File: config.mk
export PLATFORM = sky130hd
export DESIGN_NAME = ep_rx_tracker
export DESIGN_NICKNAME = d
export VERILOG_FILES = /design/src/rtl/ep_rx_pkg.sv /design/src/rtl/ep_rx_ctrl.sv /design/src/rtl/ep_rx_dp.sv /design/src/rtl/ep_rx_tracker.sv
export SDC_FILE = /design/constraint.sdc
export NUM_CORES = 1
export LEC_CHECK = 0
export BUFFER_PORTS_ARGS = -buffer_cell sky130_fd_sc_hd__buf_2
export CORE_AREA = 2 2 42 44
export CTS_CLUSTER_SIZE = 25
export DETAILED_ROUTE_END_ITERATION = 8
export DIE_AREA = 0 0 44 46
export HOLD_SLACK_MARGIN = 0.06
export PLACE_DENSITY = 0.74
export SLEW_MARGIN = 20
export SYNTH_ARGS = -nofsm -noshare
export SYNTH_HDL_FRONTEND = slang
export SYNTH_SLANG_ARGS = --single-unit
File: constraint.sdc
create_clock -name clk -period 1.5 [get_ports clk]
set_input_delay 0 -clock clk [delete_from_list [all_inputs] [get_ports clk]]
set_output_delay 0 -clock clk [all_outputs]
set_load 0.03 [all_outputs]
File: src/rtl/ep_rx_pkg.sv
package ep_rx_pkg;
  localparam int STAT_W = 5;
  localparam int LOCK_B = 4;
  localparam int SEQ_B  = 3;
  localparam int VOID_B = 2;
  localparam int ERR_B  = 1;
  localparam int ACK_B  = 0;
  localparam int KIND_W = 2;

  typedef enum logic [KIND_W-1:0] {
    TOK_OUT   = 2'b00,
    TOK_SETUP = 2'b01,
    TOK_SOF   = 2'b10,
    TOK_RSVD  = 2'b11
  } tokKind_e;

  // strobes from control to datapath
  typedef struct packed {
    logic forceTog0;
    logic commitNow;
    logic pendWr;
    logic sofTick;
    logic setLock;
    logic sendAck;
    logic rVoid;
    logic rErr;
    logic rAck;
  } rxStrobe_t;
endpackage

File: src/rtl/ep_rx_ctrl.sv
module ep_rx_ctrl
  import ep_rx_pkg::*;
(
  input  logic              clk,
  input  logic              rstN,
  input  logic              tokValid,
  input  logic [KIND_W-1:0] tokKind,
  input  logic              pktEnd,
  input  logic              crcErr,
  input  logic              stuffErr,
  input  logic              fifoOvr,
  input  logic              fifoUnd,
  input  logic              cfgStall,
  input  logic              cfgIso,
  input  logic              cfgCtrl,
  input  logic              lockNow,
  output rxStrobe_t         strb
);
  logic inXfer;
  logic xferSetup;
  logic isOut, isSetup, isSof;
  logic done, isVoid, anyErr;

  always_comb begin
    isOut   = tokValid && (tokKind == TOK_OUT);
    isSetup = tokValid && (tokKind == TOK_SETUP);
    isSof   = tokValid && (tokKind == TOK_SOF);
  end

  // open transaction tracking
  always_ff @(posedge clk or negedge rstN) begin
    if (!rstN) begin
      inXfer    <= 1'b0;
      xferSetup <= 1'b0;
    end else if (isOut || isSetup) begin
      inXfer    <= 1'b1;
      xferSetup <= isSetup;
    end else if (pktEnd) begin
      inXfer    <= 1'b0;
    end
  end

  always_comb begin
    done   = pktEnd && inXfer;
    isVoid = lockNow || cfgStall;
    anyErr = crcErr || stuffErr || fifoOvr || fifoUnd;

    strb.rVoid     = isVoid;
    strb.rErr      = !isVoid && anyErr;
    strb.rAck      = !isVoid && !anyErr;
    strb.commitNow = done && !cfgIso;
    strb.pendWr    = done && cfgIso;
    strb.sofTick   = isSof;
    strb.forceTog0 = isSetup;
    strb.setLock   = done && xferSetup && !isVoid && cfgCtrl;
    strb.sendAck   = done && !cfgIso && !isVoid && !anyErr;
  end
endmodule

File: src/rtl/ep_rx_dp.sv
module ep_rx_dp
  import ep_rx_pkg::*;
(
  input  logic              clk,
  input  logic              rstN,
  input  rxStrobe_t         strb,
  input  logic              regWrEn,
  input  logic [STAT_W-1:0] regWrData,
  input  logic              seqWrVal,
  input  logic              irqClr,
  output logic [STAT_W-1:0] regRdData,
  output logic              rxToggle,
  output logic              rxIrq,
  output logic              hsAck,
  output logic              lockNow
);
  logic lockQ, voidQ, errQ, ackQ, togQ, irqQ, hsAckQ;
  logic pendValid, pendVoid, pendErr, pendAck;
  logic selUpd, selVoid, selErr, selAck;
  logic fwLoad, fwClr;

  always_comb begin
    fwLoad = regWrEn && regWrData[SEQ_B];
    fwClr  = regWrEn && regWrData[LOCK_B];
    if (strb.commitNow) begin
      selUpd  = 1'b1;
      selVoid = strb.rVoid;
      selErr  = strb.rErr;
      selAck  = strb.rAck;
    end else begin
      selUpd  = strb.sofTick && pendValid;
      selVoid = pendVoid;
      selErr  = pendErr;
      selAck  = pendAck;
    end
  end

  always_ff @(posedge clk or negedge rstN) begin
    if (!rstN) begin
      lockQ <= 1'b0;
      voidQ <= 1'b0;
      errQ  <= 1'b0;
      ackQ  <= 1'b0;
      togQ  <= 1'b0;
      irqQ  <= 1'b0;
      hsAckQ <= 1'b0;
      pendValid <= 1'b0;
      pendVoid  <= 1'b0;
      pendErr   <= 1'b0;
      pendAck   <= 1'b0;
    end else begin
      hsAckQ <= strb.sendAck;

      if (strb.setLock)  lockQ <= 1'b1;
      else if (fwClr)    lockQ <= 1'b0;

      if (fwLoad)              togQ <= seqWrVal;
      else if (strb.forceTog0) togQ <= 1'b0;
      else if (strb.sendAck)   togQ <= ~togQ;

      if (strb.pendWr) begin
        pendValid <= 1'b1;
        pendVoid  <= strb.rVoid;
        pendErr   <= strb.rErr;
        pendAck   <= strb.rAck;
      end else if (strb.sofTick) begin
        pendValid <= 1'b0;
      end

      if (selUpd) begin
        if (selVoid) begin
          voidQ <= 1'b1;
        end else begin
          voidQ <= 1'b0;
          errQ  <= selErr;
          ackQ  <= selAck;
        end
      end

      if (selUpd && !selVoid) irqQ <= 1'b1;
      else if (irqClr)        irqQ <= 1'b0;
    end
  end

  always_comb begin
    regRdData         = '0;
    regRdData[LOCK_B] = lockQ;
    regRdData[VOID_B] = voidQ;
    regRdData[ERR_B]  = errQ;
    regRdData[ACK_B]  = ackQ;
    rxToggle = togQ;
    rxIrq    = irqQ;
    hsAck    = hsAckQ;
    lockNow  = lockQ;
  end
endmodule

File: src/rtl/ep_rx_tracker.sv
module ep_rx_tracker
  import ep_rx_pkg::*;
(
  input  logic              clk,
  input  logic              rstN,
  input  logic              tokValid,
  input  logic [KIND_W-1:0] tokKind,
  input  logic              pktEnd,
  input  logic              crcErr,
  input  logic              stuffErr,
  input  logic              fifoOvr,
  input  logic              fifoUnd,
  input  logic              cfgStall,
  input  logic              cfgIso,
  input  logic              cfgCtrl,
  input  logic              regWrEn,
  input  logic [STAT_W-1:0] regWrData,
  input  logic              seqWrVal,
  input  logic              irqClr,
  output logic [STAT_W-1:0] regRdData,
  output logic              rxToggle,
  output logic              rxIrq,
  output logic              hsAck,
  output logic              fifoFreeze
);
  rxStrobe_t strb;
  logic lockNow;

  ep_rx_ctrl u_ctrl (
    .clk(clk), .rstN(rstN), .tokValid(tokValid), .tokKind(tokKind),
    .pktEnd(pktEnd), .crcErr(crcErr), .stuffErr(stuffErr),
    .fifoOvr(fifoOvr), .fifoUnd(fifoUnd), .cfgStall(cfgStall),
    .cfgIso(cfgIso), .cfgCtrl(cfgCtrl), .lockNow(lockNow), .strb(strb)
  );

  ep_rx_dp u_dp (
    .clk(clk), .rstN(rstN), .strb(strb), .regWrEn(regWrEn),
    .regWrData(regWrData), .seqWrVal(seqWrVal), .irqClr(irqClr),
    .regRdData(regRdData), .rxToggle(rxToggle), .rxIrq(rxIrq),
    .hsAck(hsAck), .lockNow(lockNow)
  );

  assign fifoFreeze = lockNow;
endmodule

# Yosys cells after proc, flatten, opt, wreduce, memory -nomap -nowiden
# Cells that the tools add are included.
classes:
  eq_ne: 2
  mux: 16
  bitwise: 2
  reduce_logical: 33
ops:
  columns: ["cell", "count"]
  rows:
  - ["logical AND 1 bit", 17]
  - ["two-way mux 1 bit", 16]
  - ["nonzero test 2 bit", 4]
  - ["logical OR 1 bit", 5]
  - ["zero test 1 bit", 4]
  - ["nonzero test 3 bit", 1]
  - ["== test 2 x 1 -> 1 bit, second input constant", 1]
  - ["== test 2 bit, second input constant", 1]
  - ["zero test 2 bit", 1]
  - ["inverter 1 bit", 2]
  - ["AND reduction 2 bit", 1]
totals:
  reg_bits: 13
  in_bits: 21
  output_inout_bits: 9
  elab_cells: 66

# Depth between registers and ports, before layout
# Gate-level depths: netlist of the first run.
logic_depth:
  ltp_word: 8
  mapped_depth: 4
  mapped_depth_nobuf: 4

# Cells and area by module
# From an unflattened synthesis of the first run, not the netlist that was laid out.
unflattened:
  hier_cells: 60
  hier_area_um2: 693.2
by_module_without_submodules:
  columns: ["module", "n_inst", "cells_each", "area_each_um2", "seq_area_each_um2"]
  rows:
  - ["ep_rx_dp", 1, 38, 501.7, 275.3]
  - ["ep_rx_ctrl", 1, 22, 191.4, 50.0]

# Worst setup path before layout of the first run
# Ideal clock, no wire load.
synth_path:
  path_type: "register to register"
  from: "register u_dp.lockQ, in the netlist u_dp.lockNow"
  to: "register u_dp.ackQ"
  setup_time_ns: 0.121
  t_arrival_ns: 1.219
  required_ns: 1.379
  setup_slack_ns: 0.159
  path_stages_with_launch: 5
  path_buffers: 0
  period_less_slack_ns: 1.341
  cell_sequence: "dfrtp_1 or2_2 nor2_1 o2bb2ai_1 a21oi_1"
synth_via:
  elab_chain_len: 4
  word_cells_on_any_way: 7
  classes_between: "2 x mux; 1 x bitwise; 4 x reduce/logical"
synth_rtl:
  columns: ["item", "line", "text"]
  rows:
  - ["start, declared", "ep_rx_dp.sv:17", "logic lockQ, voidQ, errQ, ackQ, togQ, irqQ, hsAckQ;"]
  - ["start signal, assigned", "ep_rx_dp.sv:40", "lockQ <= 1'b0;"]
  - ["start signal, assigned", "ep_rx_dp.sv:54", "if (strb.setLock) lockQ <= 1'b1;"]
  - ["start signal, assigned", "ep_rx_dp.sv:55", "else if (fwClr) lockQ <= 1'b0;"]
  - ["logical OR 1 bit (*)", "ep_rx_ctrl.sv:45", "isVoid = lockNow || cfgStall;"]
  - ["two-way mux 1 bit or zero test 1 bit (tied branches)", "ep_rx_dp.sv:25, ep_rx_ctrl.sv:50", null]
  - ["inverter 1 bit (no source line) or logical AND 1 bit (tied branches)", null, null]
  - ["AND reduction 2 bit (no source line) or two-way mux 1 bit (tied branches)", null, null]
  - ["end signal, assigned", "ep_rx_dp.sv:76", "ackQ <= selAck;"]
  - ["end, declared", "ep_rx_dp.sv:17", null]
# Every way passes the cells marked *; elsewhere a longest branch is shown, timed or not.
# A chain may end at the register's enable or synchronous reset.

# Worst setup path after layout of the first run
layout_path:
  from: "register u_ctrl.inXfer"
  to: "register u_dp.errQ"
layout_via:
  elab_chain_len: 5
  word_cells_on_any_way: 7
  classes_between: "3 x mux; 1 x bitwise; 3 x reduce/logical"
layout_rtl:
  columns: ["item", "line", "text"]
  rows:
  - ["start, declared", "ep_rx_ctrl.sv:19", "logic inXfer;"]
  - ["start signal, assigned", "ep_rx_ctrl.sv:33", "inXfer <= 1'b0;"]
  - ["start signal, assigned", "ep_rx_ctrl.sv:36", "inXfer <= 1'b1;"]
  - ["start signal, assigned", "ep_rx_ctrl.sv:39", "inXfer <= 1'b0;"]
  - ["logical AND 1 bit (*)", "ep_rx_ctrl.sv:44", "done = pktEnd && inXfer;"]
  - ["logical AND 1 bit (*)", "ep_rx_ctrl.sv:51", "strb.commitNow = done && !cfgIso;"]
  - ["two-way mux 1 bit", "ep_rx_dp.sv:25", "if (strb.commitNow) begin"]
  - ["inverter 1 bit (no source line)", null, null]
  - ["AND reduction 2 bit (no source line)", null, null]
  - ["end signal, assigned", "ep_rx_dp.sv:75", "errQ <= selErr;"]
  - ["end, declared", "ep_rx_dp.sv:17", null]
# Marked as above.

==> results.ini, run 1 <==
[die]
core-area_um2=1610
die_w_um=44
fp.dieH_um=46
core.rowCount=15
design.die.area_um2=2020
floorplan.initialDensity_pct=38.8
top_level_ports=30

[clock_tree]
cts-htree-levels=1
post_cts.repair.setup_buffers=0
numCtsBuffers=3
clock_tree.root_cell=sky130_fd_sc_hd__clkbuf_4
cts_tree=done
max-clock-path-buffers=2
cts_num_sinks=13
cts.clk_slew.worst_paths_ns=0.08
insertion_delay_ns=0.26

[place]
post-dp-hpwl_um=882
buffer_ports.inserted=25
globalplace.congestion=0.753

[yosys]
yosysUniqueCellTypes=23
synth-async-reset-ratio_pct=100
synth_area_per_cell_um2=9.78
number_of_warnings_issued_by_yosys=0
post_synth_edffs=0
synth_top_cells_by_count=13 x sky130_fd_sc_hd__dfrtp_1, 13 x sky130_fd_sc_hd__nand2_1, 5 x sky130_fd_sc_hd__buf_4, 5 x sky130_fd_sc_hd__o21ai_0
synth.top_cell.area_share_pct=52.0
synth_flop_cell=sky130_fd_sc_hd__dfrtp_1
synth_cells=64
seq_total_area_yosys_pct=52.0
synth-seq-cells=13
synthesis.area_um2=626
post_synth_main_area_contributors=sky130_fd_sc_hd__dfrtp_1 52%, sky130_fd_sc_hd__nand2_1 7.8%, sky130_fd_sc_hd__buf_4 6.0%
synth_largest_area_cell=sky130_fd_sc_hd__dfrtp_1
synth_fp_nets=85

[route]
drc=0
drt_wl_total_um=1210
via_per_inst=4.71
via_count=546
first_pass_iters=5
detail_route.iter0.violations=7
detail_route.wl_per_cell_um=10.4
drtAntennaViolNets=0

[setup_path]
start_kind=flop
critical_path_required_ns=1.65
worst_setup_path_end_kind=flop
worstPathArrival_ns=1.51
timing_worst_setup_path_type=flop to flop
worstPathMaxFanout=5

[power_and_ir_drop]
finalPower_uw=912
p_leak_uw=0.000437
power.density_cell_area_nw_per_um2=1050
max-vdd-ir-drop_mv=0.806

[min_path]
hold_path_class=primary input to flop

[timing]
fin_setup_tns_ns=0
layout_min_cycle_time_ns=1.36
setup_viol=0
worst_clock_skew_ns=0.00472
fin_hold_ws_ns=0.0670
pins_over_their_slew_limit=0
setup_repair_after_global_routing_missed_its_margin=no
min_period_over_period_pct=90.8
max_clock_freq_mhz=734
hold_viol_final=0

[global_routing]
grtUsageTotal_pct=14.2
global_route_wire_length_before_repair_um=2130
grt_pass1_vias=527
antenna_found_initial=0
globalRouteOverflowTotal=0
grt_max_degree=14

[cells_and_area]
final_layout_size_suffix_gt1_share_pct=32.3
antenna-diode-count=0
final_nets=121
area_delta_synth_final_pct=39.2

[run]
drv.max_cap_violation_count=0

[outcome]
outcome=finished, final reports clean

registers in the layout (all words and copies together), names as in the netlist:
signal,flops
u_ctrl.inXfer,1
u_ctrl.xferSetup,1
u_dp.ackQ,1
u_dp.errQ,1
u_dp.hsAck,1
u_dp.lockNow,1
u_dp.pendAck,1
u_dp.pendErr,1
u_dp.pendValid,1
u_dp.pendVoid,1
u_dp.rxIrq,1
u_dp.rxToggle,1
u_dp.voidQ,1
metrics by stage:
stage / setup slack (ns) / utilization [%] / cell area (um^2) / instances
global placement: 0.191 / 45.5 / 734 / 101
global route: 0.0575 / 54.0 / 871 / 116
detailed placement: 0.177 / 45.5 / 734 / 101
CTS: 0.136 / 54.0 / 871 / 116
finish: 0.138 / 54.0 / 871 / 116
floorplan: 0.159 / - / 626 / 64
path summary, 6_finish.rpt:
path | from | to | slack (ns) | cells past startpoint
setup reg to reg | u_ctrl.inXfer | u_dp.errQ | 0.14 | 4
hold / removal | tokKind[1] | u_dp.pendValid | 0.07 | 4
max in group asynchronous | rstN | u_dp.pendVoid | 1.14 | 2
min in group asynchronous | rstN | u_dp.rxIrq | 0.14 | 2
hold reg to reg | u_ctrl.xferSetup | u_ctrl.xferSetup | 0.48 | 2
setup / recovery | u_ctrl.inXfer | u_dp.errQ | 0.14 | 4
routing by layer:
layer / up-vias / part of all wire (%) / global-route usage [%]
li1: 285 / - / -
met2: 15 / 52 / 26.5
met4: 0 / 0 / 1.82
met3: 0 / 5.7 / 3.57
met1: 246 / 42 / 16.8
met5: - / 0 / 0
worst max-delay path: stages, from the launching register on:
cell and delay, ns:
sky130_fd_sc_hd__dfrtp_1 0.41, sky130_fd_sc_hd__nand3b_1 0.21, sky130_fd_sc_hd__or3b_4 0.44, sky130_fd_sc_hd__o22ai_1 0.14, sky130_fd_sc_hd__a21oi_1 0.06
cell usage in the layout, fill, tap and decap left out, types with 2 or more instances in the layout:
master and instances:
sky130_fd_sc_hd__buf_2 25, sky130_fd_sc_hd__a21oi_1 4, sky130_fd_sc_hd__nand3b_1 2, sky130_fd_sc_hd__dlygate4sd3_1 11
sky130_fd_sc_hd__inv_1 2, sky130_fd_sc_hd__o21ai_0 5, sky130_fd_sc_hd__nand3_1 2, sky130_fd_sc_hd__nor2_1 4
sky130_fd_sc_hd__dfrtp_1 13, sky130_fd_sc_hd__clkbuf_4 3, sky130_fd_sc_hd__nand2_1 13
cells by family after synthesis:
family,after synthesis,share of synthesized area [%]
XOR/XNOR,1,1.40
buffers and inverters,7,7.20
flip-flops,13,52.0
other,1,0.599
AND/OR/NAND/NOR,28,25.6
multiplexers,1,1.60
AO/OA/AOI/OAI,13,11.6
timing repair:
action                    4_1_cts  5_1_grt
resized for setup               0        0
hold endpoints to repair       19        0
hold buffers                   11        0
cell type report:
| class | count | area [um^2] |
|---|---|---|
| Clock buffer | 4 | 26.3 |
| Tap cell | 17 | 21.3 |
| Multi-Input combinational cell | 44 | 255 |
| Sequential cell | 13 | 325 |
| Fill cell | 162 | 743 |
| Inverter | 2 | 7.51 |
| Timing Repair Buffer | 36 | 235 |
where the power goes:
| part | total, uW | internal, uW | switching (uW) |
|---|---|---|---|
| sequential | 443 | 411 | 32.8 |
| combinational | 266 | 106 | 160 |
| clock | 202 | 103 | 99.9 |
| total | 912 | 619 | 293 |
Note: power is estimated with default switching activity, not from simulation.
==> run 2: changes to the inputs <==
--- a/config.mk
+++ b/config.mk
@@ -6,12 +6,13 @@
 export NUM_CORES = 1
 export LEC_CHECK = 0
 export BUFFER_PORTS_ARGS = -buffer_cell sky130_fd_sc_hd__buf_2
-export CORE_AREA = 2 2 42 44
+export CORE_AREA = 2 2 40 42
+export CTS_BUF_LIST = sky130_fd_sc_hd__clkbuf_8
 export CTS_CLUSTER_SIZE = 25
 export DETAILED_ROUTE_END_ITERATION = 8
-export DIE_AREA = 0 0 44 46
+export DIE_AREA = 0 0 42 44
 export HOLD_SLACK_MARGIN = 0.06
-export PLACE_DENSITY = 0.74
+export PLACE_DENSITY_LB_ADDON = 0.2
 export SLEW_MARGIN = 20
 export SYNTH_ARGS = -nofsm -noshare
 export SYNTH_HDL_FRONTEND = slang
==> results.ini, run 2 (synthesized netlist as in run 1, its figures left out) <==
[global_routing]
global_route_wire_length_before_repair_um=2210
grt_pass1_vias=526
grt_max_degree=14
antenna_found_initial=0
globalRouteOverflowTotal=0
grtUsageTotal_pct=17.0

[route]
detail_route.iter0.violations=12
via_count=542
detail_route.wl_per_cell_um=11.6
via_per_inst=4.71
drt_wl_total_um=1330
first_pass_iters=4
drc=0
drtAntennaViolNets=0

[cells_and_area]
final_cells=115
commonest_cells_after_routing_fill_and_taps_aside=25 x sky130_fd_sc_hd__buf_2, 13 x sky130_fd_sc_hd__nand2_1, 13 x sky130_fd_sc_hd__dfrtp_1
final_layout_size_suffix_gt1_share_pct=32.3
postLayoutCellArea_um2=888
antenna-diode-count=0
area_delta_synth_final_pct=42.0
nFillCells=117
final_common_cell=sky130_fd_sc_hd__buf_2
final_nets=121

[power_and_ir_drop]
max-vdd-ir-drop_mv=0.656
netSwitchingPower_uw=317
pwr-share-clk_pct=30.0
p_leak_uw=0.000448
share_comb_of_total_power_pct=26.3
p_sw_share_pct=31.2
power.density_cell_area_nw_per_um2=1140
power.sequential.fraction_pct=43.8
internal_power_uw=698

[timing]
pins_over_their_slew_limit=0
layout_min_cycle_time_ns=1.38
setup_repair_after_global_routing_missed_its_margin=no
setup_viol=0
hold_viol_final=0
max_clock_freq_mhz=724
worst_clock_skew_ns=0.000316
min_period_over_period_pct=92.1
fin_setup_tns_ns=0

[clock_tree]
cts_num_sinks=13
insertion_delay_ns=0.24
cts_tree=done
cts.clk_slew.worst_paths_ns=0.05
cts-htree-levels=1
max-clock-path-buffers=2
clock_tree.root_cell=sky130_fd_sc_hd__clkbuf_8
numCtsBuffers=3
postCtsResizedCells=0

[setup_path]
timing.critical_path.cells=dlygate4sd3_1 > buf_2 > nand3b_1 > or3b_4 > o22ai_1 > a21oi_1
worst_path_largest_cell_delay_ns=0.55
timing_worst_setup_path_type=primary input to flop
critical_path_required_ns=1.63
worstPathArrival_ns=1.51
start_kind=primary input
cp_top_family=buffers and inverters
worstPathMaxFanout=5
worst_setup_path_end_kind=flop
timing.critical_path.slowest_stage_cell=sky130_fd_sc_hd__dlygate4sd3_1
critical_path_buf_inv_count=2

[die]
core.rowCount=14
design.die.area_um2=1850
fp.dieH_um=44
die_w_um=42
floorplan.initialDensity_pct=44.1
core-area_um2=1420
top_level_ports=30

[run]
drv.max_cap_violation_count=0

[place]
globalplace.congestion=0.759
buffer_ports.inserted=25
dp_cells=100
detailed_place.area_um2=733
post-dp-hpwl_um=868

[outcome]
outcome=finished, final reports clean

[min_path]
hold_path_class=primary input to flop

## run 2: stage by stage
| stage | setup WS (ns) | total power [uW] | hold WS [ns] | utilization, % |
|---|---|---|---|---|
| floorplan | 0.159 | 653 | -0.296 | - |
| global placement | 0.171 | 692 | -0.0949 | 51.7 |
| detailed placement | 0.173 | 697 | -0.101 | 51.7 |
| CTS | 0.129 | 1030 | 0.0657 | 62.6 |
| global route | 0.0402 | 1070 | 0.0809 | 62.6 |
| finish | 0.119 | 1020 | 0.0654 | 62.6 |
## run 2: cell type report
class / instances / area, um^2 / share of cell area (%)
multi-input combinational: 44 / 255 / 28.7
clock inverter: 1 / 3.75 / 0.423
timing repair buffer: 36 / 235 / 26.5
tap: 16 / 20.0 / 2.25
inverter: 2 / 7.51 / 0.845
clock buffer: 3 / 41.3 / 4.65
sequential: 13 / 325 / 36.6
## run 2: path summary, 6_finish.rpt
check                              start        endpoint  slack, ns  depth (start not counted)
max in group asynchronous           rstN    u_dp.pendAck       1.11                          2
max                               pktEnd       u_dp.errQ       0.12                          6
min reg2reg                 u_dp.pendErr    u_dp.pendErr       0.48                          2
min                             cfgStall   u_dp.pendVoid       0.07                          3
max reg2reg                u_ctrl.inXfer       u_dp.errQ       0.16                          4
min in group asynchronous           rstN  u_dp.pendValid       0.16                          2
## run 2: what timing repair did
action | CTS | global route
hold endpoints to repair | 18 | 0
hold buffers | 11 | 0
buffers inserted | 0 | 0
## run 2: power groups by stage
| stage | clock (uW) | sequential, uW | combinational (uW) |
|---|---|---|---|
| after CTS | 314 | 445 | 267 |
| final | 304 | 444 | 266 |
| after global routing | 332 | 452 | 288 |
| after global placement | 0 | 448 | 243 |
| after floorplan | 0 | 462 | 191 |
| after detailed placement | 0 | 451 | 246 |
## run 2: worst min-delay path, cell delays in order
cell	delay, ns
sky130_fd_sc_hd__buf_2	0.08
sky130_fd_sc_hd__nor2_1	0.05
sky130_fd_sc_hd__o21ai_0	0.14
## run 2: metal layers
layer  track usage, %  up-vias  wire length (um)
li1                 -      283                 -
met1             19.5      233               539
met2             26.6       21               650
met3             6.25        5                99
met4             11.6        0                42
met5                0        -                 0
